$ cat config.mk
export PLATFORM = sky130hd
export DESIGN_NAME = usbhc_fault_intr
export DESIGN_NICKNAME = d
export VERILOG_FILES = /design/src/rtl/usbhc_fi_pkg.sv /design/src/rtl/usbhc_fatal_capture.sv /design/src/rtl/usbhc_dma_gate.sv /design/src/rtl/usbhc_frame_ctr.sv /design/src/rtl/usbhc_op_regs.sv /design/src/rtl/usbhc_fault_intr.sv
export SDC_FILE = /design/constraint.sdc
export NUM_CORES = 1
export LEC_CHECK = 0
export ABC_CLOCK_PERIOD_IN_PS = 1410
export BUFFER_PORTS_ARGS = -buffer_cell sky130_fd_sc_hd__clkbuf_2
export CAP_MARGIN = 20
export CORE_AREA = 10 10 53 87
export CTS_CLUSTER_SIZE = 28
export DETAILED_ROUTE_END_ITERATION = 10
export DIE_AREA = 0 0 63 97
export GPL_ROUTABILITY_DRIVEN = 0
export PLACE_DENSITY_LB_ADDON = 0.3
export SETUP_SLACK_MARGIN = 0.3
export SLEW_MARGIN = 20
export SYNTH_ARGS = -nofsm -noshare
export SYNTH_HDL_FRONTEND = slang
export SYNTH_SLANG_ARGS = --single-unit
$ cat constraint.sdc
create_clock -name clk -period 1.41 [get_ports clk]
set_input_delay 0.0705 -clock clk [delete_from_list [all_inputs] [get_ports clk]]
set_output_delay 0.0705 -clock clk [all_outputs]
set_load 0.02 [all_outputs]
$ cat src/rtl/usbhc_fi_pkg.sv
package usbhc_fi_pkg;
   // register indices
   localparam int ADR_CMD  = 0;
   localparam int ADR_STS  = 1;
   localparam int ADR_IEN  = 2;
   localparam int ADR_CFG  = 3;
   localparam int ADR_FIDX = 4;
   // command bits
   localparam int CMD_RUN   = 0;
   localparam int CMD_HCRST = 1;
   // status bits; the low NSRC bits are interrupt causes
   localparam int ST_DONE = 0;
   localparam int ST_ROLL = 1;
   localparam int ST_HSE  = 2;
   localparam int ST_HALT = 4;
   localparam int NSRC    = 3;
   // configuration bits
   localparam int CF_SERR = 0;
   localparam int CF_RMA  = 8;
   localparam int CF_RTA  = 9;
   localparam int CF_SSE  = 10;
   localparam int MIN_DW  = 16;
endpackage

$ cat src/rtl/usbhc_fatal_capture.sv
module usbhc_fatal_capture
   import usbhc_fi_pkg::*;
#(
   parameter int DW = 16
) (
   input  logic          clk,
   input  logic          rst_n,
   input  logic          soft_rst,
   input  logic          abort_ma,
   input  logic          abort_ta,
   input  logic          wr_cfg,
   input  logic [DW-1:0] wdata,
   output logic          fatal_evt,
   output logic          fatal_q,
   output logic [DW-1:0] cfg_q
);
   logic serr_en_q, rma_q, rta_q, sse_q;

   // a single event for one or both abort kinds
   assign fatal_evt = (abort_ma | abort_ta) & ~soft_rst;

   always_ff @(posedge clk or negedge rst_n) begin
      if (!rst_n) begin
         serr_en_q <= 1'b0;
         rma_q     <= 1'b0;
         rta_q     <= 1'b0;
         sse_q     <= 1'b0;
         fatal_q   <= 1'b0;
      end else begin
         if (wr_cfg) serr_en_q <= wdata[CF_SERR];
         rma_q <= abort_ma | (rma_q & ~(wr_cfg & wdata[CF_RMA]));
         rta_q <= abort_ta | (rta_q & ~(wr_cfg & wdata[CF_RTA]));
         sse_q <= (fatal_evt & serr_en_q) | (sse_q & ~(wr_cfg & wdata[CF_SSE]));
         if (soft_rst)       fatal_q <= 1'b0;
         else if (fatal_evt) fatal_q <= 1'b1;
      end
   end

   always_comb begin
      cfg_q          = '0;
      cfg_q[CF_SERR] = serr_en_q;
      cfg_q[CF_RMA]  = rma_q;
      cfg_q[CF_RTA]  = rta_q;
      cfg_q[CF_SSE]  = sse_q;
   end
endmodule

$ cat src/rtl/usbhc_dma_gate.sv
module usbhc_dma_gate (
   input  logic clk,
   input  logic rst_n,
   input  logic soft_rst,
   input  logic run,
   input  logic fatal,
   input  logic txn_req,
   input  logic txn_done,
   output logic txn_grant,
   output logic busy_q
);
   assign txn_grant = txn_req & run & ~fatal & ~busy_q & ~soft_rst;

   always_ff @(posedge clk or negedge rst_n) begin
      if (!rst_n)         busy_q <= 1'b0;
      else if (soft_rst)  busy_q <= 1'b0;
      else if (txn_grant) busy_q <= 1'b1;
      else if (txn_done)  busy_q <= 1'b0;
   end
endmodule

$ cat src/rtl/usbhc_frame_ctr.sv
module usbhc_frame_ctr #(
   parameter int FRAMES = 1024,
   localparam int FIDX_W = (FRAMES > 1) ? $clog2(FRAMES) : 1
) (
   input  logic              clk,
   input  logic              rst_n,
   input  logic              soft_rst,
   input  logic              count_en,
   input  logic              tick,
   output logic [FIDX_W-1:0] idx_q,
   output logic              wrap
);
   localparam logic [FIDX_W-1:0] LAST = FIDX_W'(FRAMES - 1);
   localparam bit POW2 = (FRAMES == (1 << FIDX_W));

   logic step;
   logic [FIDX_W-1:0] idx_nx;

   assign step = tick & count_en & ~soft_rst;
   assign wrap = step & (idx_q == LAST);

   generate
      if (POW2) begin : g_pow2
         assign idx_nx = idx_q + 1'b1;
      end else begin : g_cmp
         assign idx_nx = (idx_q == LAST) ? '0 : idx_q + 1'b1;
      end
   endgenerate

   always_ff @(posedge clk or negedge rst_n) begin
      if (!rst_n)        idx_q <= '0;
      else if (soft_rst) idx_q <= '0;
      else if (step)     idx_q <= idx_nx;
   end
endmodule

$ cat src/rtl/usbhc_op_regs.sv
module usbhc_op_regs
   import usbhc_fi_pkg::*;
#(
   parameter int DW = 16
) (
   input  logic            clk,
   input  logic            rst_n,
   input  logic            soft_rst,
   input  logic            wr_cmd,
   input  logic            wr_sts,
   input  logic            wr_ien,
   input  logic [DW-1:0]   wdata,
   input  logic [NSRC-1:0] set_src,
   output logic            run_q,
   output logic [NSRC-1:0] sts_q,
   output logic [NSRC-1:0] ien_q,
   output logic            irq
);
   always_ff @(posedge clk or negedge rst_n) begin
      if (!rst_n) begin
         run_q <= 1'b0;
         ien_q <= '0;
      end else if (soft_rst) begin
         run_q <= 1'b0;
         ien_q <= '0;
      end else begin
         if (wr_cmd) run_q <= wdata[CMD_RUN];
         if (wr_ien) ien_q <= wdata[NSRC-1:0];
      end
   end

   // one write-one-to-clear cell per cause; a set beats a clear
   generate
      for (genvar i = 0; i < NSRC; i++) begin : g_cause
         always_ff @(posedge clk or negedge rst_n) begin
            if (!rst_n)        sts_q[i] <= 1'b0;
            else if (soft_rst) sts_q[i] <= 1'b0;
            else               sts_q[i] <= set_src[i] | (sts_q[i] & ~(wr_sts & wdata[i]));
         end
      end
   endgenerate

   assign irq = |(sts_q & ien_q);
endmodule

$ cat src/rtl/usbhc_fault_intr.sv
module usbhc_fault_intr
   import usbhc_fi_pkg::*;
#(
   parameter int DW     = 16,
   parameter int AW     = 3,
   parameter int FRAMES = 1024
) (
   input  logic          clk,
   input  logic          rst_n,
   input  logic          reg_wr,
   input  logic [AW-1:0] reg_addr,
   input  logic [DW-1:0] reg_wdata,
   output logic [DW-1:0] reg_rdata,
   input  logic          rd_abort_ma,
   input  logic          rd_abort_ta,
   input  logic          txn_req,
   output logic          txn_grant,
   input  logic          txn_done,
   input  logic          cpl_post,
   input  logic          frame_tick,
   output logic          halted,
   output logic          irq
);
   localparam int FIDX_W = (FRAMES > 1) ? $clog2(FRAMES) : 1;

   generate
      if (DW < MIN_DW) begin : g_bad_dw
         $error("usbhc_fault_intr: DW must be at least 16");
      end
      if (AW < 3) begin : g_bad_aw
         $error("usbhc_fault_intr: AW must be at least 3");
      end
      if (FRAMES < 2) begin : g_bad_frames
         $error("usbhc_fault_intr: FRAMES must be at least 2");
      end
      if (FIDX_W > DW) begin : g_bad_fidx
         $error("usbhc_fault_intr: frame index wider than DW");
      end
   endgenerate

   logic wr_cmd, wr_sts, wr_ien, wr_cfg, soft_rst;
   logic fatal_evt, fatal_q, busy_q, run_q, count_en, wrap;
   logic [DW-1:0]     cfg_q;
   logic [NSRC-1:0]   sts_q, ien_q, set_src;
   logic [FIDX_W-1:0] fidx;

   assign wr_cmd   = reg_wr && (reg_addr == AW'(ADR_CMD));
   assign wr_sts   = reg_wr && (reg_addr == AW'(ADR_STS));
   assign wr_ien   = reg_wr && (reg_addr == AW'(ADR_IEN));
   assign wr_cfg   = reg_wr && (reg_addr == AW'(ADR_CFG));
   assign soft_rst = wr_cmd && reg_wdata[CMD_HCRST];
   assign count_en = run_q & ~fatal_q;

   usbhc_fatal_capture #(.DW(DW)) u_fatal (
      .clk(clk), .rst_n(rst_n), .soft_rst(soft_rst),
      .abort_ma(rd_abort_ma), .abort_ta(rd_abort_ta),
      .wr_cfg(wr_cfg), .wdata(reg_wdata),
      .fatal_evt(fatal_evt), .fatal_q(fatal_q), .cfg_q(cfg_q)
   );

   usbhc_dma_gate u_gate (
      .clk(clk), .rst_n(rst_n), .soft_rst(soft_rst),
      .run(run_q), .fatal(fatal_q),
      .txn_req(txn_req), .txn_done(txn_done),
      .txn_grant(txn_grant), .busy_q(busy_q)
   );

   usbhc_frame_ctr #(.FRAMES(FRAMES)) u_frame (
      .clk(clk), .rst_n(rst_n), .soft_rst(soft_rst),
      .count_en(count_en), .tick(frame_tick),
      .idx_q(fidx), .wrap(wrap)
   );

   always_comb begin
      set_src          = '0;
      set_src[ST_DONE] = cpl_post;
      set_src[ST_ROLL] = wrap;
      set_src[ST_HSE]  = fatal_evt;
   end

   usbhc_op_regs #(.DW(DW)) u_regs (
      .clk(clk), .rst_n(rst_n), .soft_rst(soft_rst),
      .wr_cmd(wr_cmd), .wr_sts(wr_sts), .wr_ien(wr_ien),
      .wdata(reg_wdata), .set_src(set_src),
      .run_q(run_q), .sts_q(sts_q), .ien_q(ien_q), .irq(irq)
   );

   assign halted = fatal_q | (~run_q & ~busy_q);

   always_comb begin
      reg_rdata = '0;
      case (int'(reg_addr))
         ADR_CMD: reg_rdata[CMD_RUN] = run_q;
         ADR_STS: begin
            reg_rdata[NSRC-1:0] = sts_q;
            reg_rdata[ST_HALT]  = halted;
         end
         ADR_IEN:  reg_rdata[NSRC-1:0]   = ien_q;
         ADR_CFG:  reg_rdata             = cfg_q;
         ADR_FIDX: reg_rdata[FIDX_W-1:0] = fidx;
         default:  reg_rdata = '0;
      endcase
   end
endmodule

==> impl_metrics.env <==
export IMPL_status="finished with violations"
export IMPL_violations="setup timing"
export IMPL_nets=239
export IMPL_path_delay_family="flip-flops"
export IMPL_finalHoldViolations=0
export IMPL_first_pass_iters=4
export IMPL_maxCapViolCount=0
export IMPL_grt_util_met2=0.246
export IMPL_async_reset_ff_frac=1.00
export IMPL_peakVddDrop_mv=0.513
export IMPL_hpwl_mm=3.07
export IMPL_most_common_layout_cells="buf_4 (27), clkbuf_2 (16), dfrtp_1 (16), buf_6 (15), nand2_1 (10)"
export IMPL_cts_tree="yes"
export IMPL_switching_share=0.291
export IMPL_syn_inst=140
export IMPL_endpoint_kind="output pin"
export IMPL_synth_cell_type_count=46
export IMPL_grt_antenna_before_repair=0
export IMPL_finClkSkew_ns=0.00427
export IMPL_clockBufferDepth=2
export IMPL_drcViolationCount=0
export IMPL_hp_class="in -> reg"
export IMPL_comb_power_share=0.245
export IMPL_grt_pass1_vias=1493
export IMPL_critPathMaxFanout=4
export IMPL_power_internal_mw=1.09
export IMPL_met3_usage=0.0518
export IMPL_synth_edff_count=0
export IMPL_grt_max_degree=24
export IMPL_crit_slowest_cell="dfrtp_2"
export IMPL_fin_hold_ws_ns=0.00588
export IMPL_ys_seq_elements=23
export IMPL_arrival_ns=1.46
export IMPL_initial_core_util=0.432
export IMPL_ant_nets=0
export IMPL_setup_violations=5
export IMPL_wl_per_cell_um=18.3
export IMPL_fmax_ghz=0.653
export IMPL_fp_coreArea_sq_um=3140
export IMPL_grt_overflow=0
export IMPL_mappedNetlistArea_sq_um=1360
export IMPL_power_density_nw_per_um2=694
export IMPL_placed_cell_area_sq_um=1670
export IMPL_vias=1391
export IMPL_p_leak_nw=0.989
export IMPL_crit_required_ns=1.34
export IMPL_max_slew_margin_rel=0.595
export IMPL_syn2layout_area_growth_pct=63.4
export IMPL_cp_cell_sequence="buf_4, o21bai_4, nand3b_1, a21oi_2, buf_6"
export IMPL_grt_pass1_wl_mm=6.99
export IMPL_grt_busiest_layer="met2"
export IMPL_drt_initial_drc_count=36
export IMPL_drv_slew=0
export IMPL_worst_pin_slew_ns=0.607
export IMPL_avgSynthCellArea_sq_um=9.69
export IMPL_std_cell_rows=27
export IMPL_drt_total_wl_mm=4.62
export IMPL_cts_made_buffers=3
export IMPL_p_seq_frac=0.481
export IMPL_yosys_warnings=0
export IMPL_die_area_sq_um=6110
export IMPL_path_clk_slew_ns=0.08
export IMPL_ys_flop_type="dfrtp_1"
export IMPL_cts_sinks=23
export IMPL_boundaryPins=47
export IMPL_cts_root_buf="clkbuf_8"
export IMPL_synth_seq_area_share=0.424
export IMPL_fp_dieH_um=97
export IMPL_critPathBufInv=2
export IMPL_mostFrequentLayoutCell="buf_4"
export IMPL_die_w_um=63
export IMPL_post_drt_via_cell_ratio=5.52
export IMPL_drive_gt1_frac=0.555
export IMPL_layout_setup_ws_ns=-0.121
export IMPL_port_buffers=31
export IMPL_use_met1=0.127
export IMPL_power_switching_mw=0.447
export IMPL_worst_path_largest_cell_delay_ns=0.45
export IMPL_place_ws_ns=-0.0253
export IMPL_pwr_share_clk=0.274
export IMPL_htreeDepth=1
export IMPL_final_cell_area_sq_um=2220
export IMPL_finalCritPeriodShare=1.09
export IMPL_critPathKind="reg -> out"
export IMPL_rsz0062_at_grt="yes"
export IMPL_finalWorstPathRequiredPeriod_ns=1.53
export IMPL_clk_latency_ns=0.27
export IMPL_antennaDiodeCount=0
export IMPL_grt_usage=0.138
export IMPL_worst_setup_path_start_kind="flop"
[synthesized netlist by cell type, types with 2 or more instances]
cell type	n	area, sq um
dfrtp_1	23	576
a21oi_1	11	55.1
nand2_1	11	41.3
o21ai_0	11	55.1
nor2_1	9	33.8
inv_1	6	22.5
buf_4	5	37.5
and2_1	4	25.0
mux2i_1	4	40.0
o31ai_1	4	30.0
or4_1	4	30.0
nand3_1	3	15.0
or3_1	3	18.8
a21o_1	2	15.0
a22oi_1	2	15.0
a32o_1	2	20.0
clkbuf_1	2	7.51
nand3b_1	2	15.0
nand4_1	2	12.5
nor2b_1	2	12.5
o21bai_1	2	15.0
xor2_1	2	17.5
[routing by layer]
layer / part of all wire / wire length [um] / up-vias
met1: 0.35 / 1600 / 682
met2: 0.57 / 2610 / 46
li1: - / - / 649
met5: 0 / 0 / -
met3: 0.057 / 264 / 14
met4: 0.030 / 140 / 0
[path summary, 6_finish.rpt]
| check | from | end | slack (ns) | depth (start not counted) |
|---|---|---|---|---|
| setup / recovery | u_regs.run_q | reg_rdata[4] | -0.12 | 5 |
| hold / removal | cpl_post | u_regs.sts_q[0] | 0.006 | 3 |
| setup reg to reg | u_regs.run_q | u_frame.idx_q[8] | -0.08 | 5 |
| hold reg to reg | u_fatal.rma_q | u_fatal.rma_q | 0.50 | 1 |
| max in group asynchronous | rst_n | u_frame.idx_q[6] | 0.63 | 2 |
| min in group asynchronous | rst_n | u_frame.idx_q[5] | 0.33 | 2 |
[logic make-up after synthesis]
group,Yosys count,synth area share
xor gates and xnor gates,2,0.0129
muxes,6,0.0544
and+or+nand+nor,54,0.253
buffers and inverters,16,0.0729
DFF,23,0.424
other,1,0.00276
adders and majority gates,1,0.00922
AOI/OAI and AO/OA,37,0.171
[power groups by stage]
| stage | Clock, mW | Combinational, mW | Sequential, mW |
|---|---|---|---|
| after detailed placement | 0 | 0.270 | 0.753 |
| after global placement | 0 | 0.261 | 0.749 |
| after global routing | 0.457 | 0.408 | 0.744 |
| after CTS | 0.430 | 0.324 | 0.740 |
| after floorplan | 0 | 0.174 | 0.738 |
| final | 0.422 | 0.377 | 0.739 |
[timing repair]
item	CTS	global route
hold buffers	2	0
buffers inserted	7	12
endpoints found under the hold margin	24	0
cloned	0	1
setup endpoints to repair	28	29
pin swaps	8	8
resized for setup	41	49
[area by class of cell]
class	count	area, sq um
Timing Repair Buffer	71	641
Sequential cell	23	584
Clock buffer	4	45.0
Tap cell	43	53.8
Inverter	6	22.5
Fill cell	228	926
Multi-Input combinational cell	105	870
[state kept, by name, summed over array words and instances (netlist names)]
signal	cells
u_fatal.fatal_q	1
u_fatal.rma_q	1
u_fatal.rta_q	1
u_fatal.serr_en_q	1
u_fatal.sse_q	1
u_frame.idx_q	10
u_gate.busy_q	1
u_regs.ien_q	3
u_regs.run_q	1
u_regs.sts_q	3
[stage by stage]
stage	instances	power [mW]	setup TNS [ns]	util
after global placement	226	1.01	0	0.532
after global routing	252	1.61	-0.808	0.705
after CTS	239	1.49	-0.327	0.627
after detailed placement	226	1.02	-0.151	0.532
final	252	1.54	-0.455	0.705
after floorplan	144	0.911	-0.0148	-
[worst min-delay path, delay by kind of cell]
kind	cells	cell delay, ns
buf+inv	2	0.13
compound gates	1	0.04
Note: power is estimated with default switching activity, not from simulation.
